**src/rtl/addr_latch_pkg.sv**
```systemverilog
package addr_latch_pkg;
  typedef enum logic [1:0] {
    MODE_WRITE = 2'b00,
    MODE_HOLD  = 2'b01,
    MODE_DEMUX = 2'b10,
    MODE_CLEAR = 2'b11
  } mode_e;
endpackage

```
**src/rtl/addr_latch_mode_dec.sv**
```systemverilog
module addr_latch_mode_dec
  import addr_latch_pkg::*;
(
  input  logic  en_ni,
  input  logic  clr_ni,
  output mode_e mode_o
);
  always_comb begin
    unique case ({clr_ni, en_ni})
      2'b10:   mode_o = MODE_WRITE;
      2'b11:   mode_o = MODE_HOLD;
      2'b00:   mode_o = MODE_DEMUX;
      default: mode_o = MODE_CLEAR;
    endcase
  end
endmodule

```
**src/rtl/addr_latch_sel_dec.sv**
```systemverilog
module addr_latch_sel_dec #(
  parameter int NUM_BITS = 8,
  localparam int SEL_W = $clog2(NUM_BITS)
) (
  input  logic [SEL_W-1:0]    sel_i,
  output logic [NUM_BITS-1:0] hit_o
);
  for (genvar g = 0; g < NUM_BITS; g++) begin : g_hit
    assign hit_o[g] = (sel_i == SEL_W'(g));
  end
endmodule

```
**src/rtl/addr_latch_cell.sv**
```systemverilog
module addr_latch_cell
  import addr_latch_pkg::*;
(
  input  logic  clk_i,
  input  logic  rst_ni,
  input  mode_e mode_i,
  input  logic  hit_i,
  input  logic  data_i,
  output logic  q_o
);
  logic q_d;

  always_comb begin
    unique case (mode_i)
      MODE_WRITE: q_d = hit_i ? data_i : q_o;
      MODE_HOLD:  q_d = q_o;
      MODE_DEMUX: q_d = hit_i & data_i;
      default:    q_d = 1'b0;
    endcase
  end

  always_ff @(posedge clk_i or negedge rst_ni) begin
    if (!rst_ni) q_o <= 1'b0;
    else         q_o <= q_d;
  end
endmodule

```
**src/rtl/addr_latch.sv**
```systemverilog
module addr_latch
  import addr_latch_pkg::*;
#(
  parameter int NUM_BITS = 8,
  localparam int SEL_W = $clog2(NUM_BITS)
) (
  input  logic                clk_i,
  input  logic                rst_ni,
  input  logic                data_i,
  input  logic [SEL_W-1:0]    sel_i,
  input  logic                en_ni,
  input  logic                clr_ni,
  output logic [NUM_BITS-1:0] drv_no,
  output logic [NUM_BITS-1:0] store_o
);
  mode_e               mode;
  logic [NUM_BITS-1:0] hit;

  addr_latch_mode_dec u_mode (
    .en_ni  (en_ni),
    .clr_ni (clr_ni),
    .mode_o (mode)
  );

  addr_latch_sel_dec #(.NUM_BITS(NUM_BITS)) u_sel (
    .sel_i (sel_i),
    .hit_o (hit)
  );

  for (genvar g = 0; g < NUM_BITS; g++) begin : g_cell
    addr_latch_cell u_cell (
      .clk_i  (clk_i),
      .rst_ni (rst_ni),
      .mode_i (mode),
      .hit_i  (hit[g]),
      .data_i (data_i),
      .q_o    (store_o[g])
    );
  end

  // open-drain style: stored 1 pulls line low
  assign drv_no = ~store_o;
endmodule

```
**config.mk**
```make
export PLATFORM = sky130hd
export DESIGN_NAME = addr_latch
export DESIGN_NICKNAME = d
export VERILOG_FILES = /design/src/rtl/addr_latch_pkg.sv /design/src/rtl/addr_latch_mode_dec.sv /design/src/rtl/addr_latch_sel_dec.sv /design/src/rtl/addr_latch_cell.sv /design/src/rtl/addr_latch.sv
export SDC_FILE = /design/constraint.sdc
export NUM_CORES = 1
export LEC_CHECK = 0
export CAP_MARGIN = 0
export CORE_AREA = 8 8 45 47
export CTS_BUF_LIST = sky130_fd_sc_hd__clkbuf_8
export CTS_CLUSTER_SIZE = 16
export DETAILED_ROUTE_END_ITERATION = 10
export DIE_AREA = 0 0 53 55
export DONT_BUFFER_PORTS = 1
export GPL_ROUTABILITY_DRIVEN = 0
export PLACE_DENSITY = 0.5
export SYNTH_ARGS = -nofsm -noshare
export SYNTH_HDL_FRONTEND = slang
export SYNTH_SLANG_ARGS = --single-unit
```
**constraint.sdc**
```tcl
create_clock -name clk_i -period 0.8 [get_ports clk_i]
set_clock_uncertainty 0.1 [all_clocks]
set_input_delay 0.08 -clock clk_i [delete_from_list [all_inputs] [get_ports clk_i]]
set_output_delay 0.08 -clock clk_i [all_outputs]
set_load 0.1 [all_outputs]
```
==> metrics.txt <==
actual slew at the worst max-slew pin 440 ps; Util after Layout 0.658; remaining global-route overflow 0; Max VDD drop 0.774 mV; crit path launch type flip-flop; IO Port Bufs 0; Hold Crit Start clr_ni; Crit Path Class flip-flop to output port; crit-path leading delay family flip-flops; WP buf/inv 2; max reg flops 8; register area share after synthesis 0.411; CTS Buf Count 3; most numerous cell in the Yosys netlist inv_1; Max Buffers Root-to-Sink 2; htree depth 1; yosys warns 0; failing checks hold timing, setup timing; WL final 1150 µm; Clock Sinks 8; Avg Inst Size Synth 9.73 µm²; final worst slack -320 ps; Core ar. 1380 µm²; CP Launch Point g_cell[6].u_cell.q_o; largest net degree at the start of global routing 9; # rows 14; post-synth cell types 10; Slew Viols, Final 0; Critical Path RT 620 ps; FF+latch count, synth 8; Crit path arrival time 940 ps; Iteration-0 DRC Markers 4; Hold Vio Cnt, Final 8; Die X 53 µm; vias per inst 4.98; Post-DRT Antenna Nets 0; IO Count 24; DR WL/cell 14.0 µm; Post-synth top flop dfrtp_1; Detail Placement HPWL 834 µm; layout cells sized above 1 0.652; leakage 0.369 nW; die height 55 µm; total number of vias 408; Syn-to-layout area delta 87.1%; final setup vio count 21; Reg2Reg Launch Point g_cell[4].u_cell.q_o; Hold Worst Slack -121 ps; Detailed Routing Iterations Pass 1 4; maximum clock rate 893 MHz; DR top layer met4; clk_lat worst skew 230 ps; number of cells after detailed placement 73; Syn Nets 58; Global Route Usage Sum 0.0836; clock slew at reported path FFs 40 ps; initial antenna violation count 0; met1 WL 444 µm; Top reg by flops g_cell.u_cell.q_o; part of the cycle the worst path needs 1.40; HP Class input pin to flip-flop; async set-reset flop share out of synthesis 1.00; diodes inserted 0; post-synth top area cell dfrtp_1; status complete, but fails checks; EDFF count, synth 0; vias in the first global route 376; Worst path slowest cell dfrtp_2; routed wl met3 91 µm; root cell of the clock tree clkbuf_8; Post-synth top cells inv_1, buf_4, dfrtp_1, mux2i_1, nand2_1; Crit Path Max Fanout 3; Post-Syn Area 487 µm²; # hold bufs at CTS 1; RSZ-0062 raised after global routing true; met2 WL post-DR 583 µm; Synth top area share 0.411; Mapped Cells 50; Tmin final 1120 ps; TritonCTS clock tree done; Pwr Density 1480 nW/µm²; Final #Nets 76; Cell Chain, Critical Path clkinvlp_4 -> buf_12; non-filler cells, final 82; DRC Markers 0; Crit path largest cell delay 420 ps; max-cap viol count 0; largest cells by area after synthesis dfrtp_1, mux2i_1, buf_4, and4bb_1, inv_1; largest registers g_cell.u_cell.q_o x8; Starting Density 0.352; CP endpoint kind output port; DIE AREA 2920 µm²; wire length of the first global-routing pass 1680 µm; Worst slew margin 0.703
==> repair_timing <==
action,in CTS,in global routing
pin swaps,4,1
setup buffers,4,1
endpoints found under the setup margin,17,24
endpoints found under the hold margin,16,8
resized for setup,56,6
==> report_power, final <==
group	internal [mW]	switching, mW
logic	0.155	0.264
clock network	0.326	0.155
registers	0.424	0.0273
==> per-layer routing <==
layer  up-vias  global-route usage
met5         -                   0
met4         0              0.0776
met3         3              0.0294
met2        15               0.145
met1       199              0.0757
li1        191                   -
==> worst paths after layout <==
| path | endpoint | slack [ps] | cells after the start |
|---|---|---|---|
| setup / recovery | drv_no[6] | -320 | 2 |
| hold / removal | g_cell[1].u_cell.q_o | -120 | 2 |
| setup reg to reg | g_cell[4].u_cell.q_o | -230 | 4 |
| hold reg to reg | g_cell[3].u_cell.q_o | 500 | 2 |
| max in group asynchronous | g_cell[6].u_cell.q_o | 210 | 1 |
| min in group asynchronous | g_cell[0].u_cell.q_o | 100 | 1 |
==> cell type report <==
class | instances | area (µm²)
fill | 104 | 473
timing repair buffer | 22 | 379
sequential | 8 | 210
multi-input combinational | 24 | 196
inverter | 9 | 63.8
clock buffer | 3 | 41.3
tap | 16 | 20.0
==> per-stage QoR <==
stage | TNS [ps] | total power [mW] | worst slack (ps) | cell area, µm²
6_report | -4840 | 1.35 | -320 | 911
3_5_place_dp | -2050 | 0.756 | -145 | 593
4_1_cts | -4800 | 1.36 | -313 | 885
2_1_floorplan | -2000 | 0.728 | -185 | 517
3_3_place_gp | -1870 | 0.754 | -128 | 593
5_1_grt | -5520 | 1.41 | -353 | 911
==> cell usage in the layout (no fill, tap or decap), drive strengths merged <==
cell type,n
nor4,1
nand2,8
nand4b,1
mux2i,8
clkinvlp,8
and4bb,3
nor4b,3
dfrtp,8
inv,1
buf,21
dlygate4sd3,1
clkbuf,3
==> cells by family (layout without fill, tap and decap cells) <==
| group | count (synthesis) | after routing | synth area share |
|---|---|---|---|
| AND/OR/NAND/NOR | 16 | 16 | 0.224 |
| flip-flops | 8 | 8 | 0.411 |
| multiplexers | 8 | 8 | 0.165 |
| buffers and inverters | 18 | 34 | 0.201 |
Note: power is estimated with default switching activity, not from simulation.
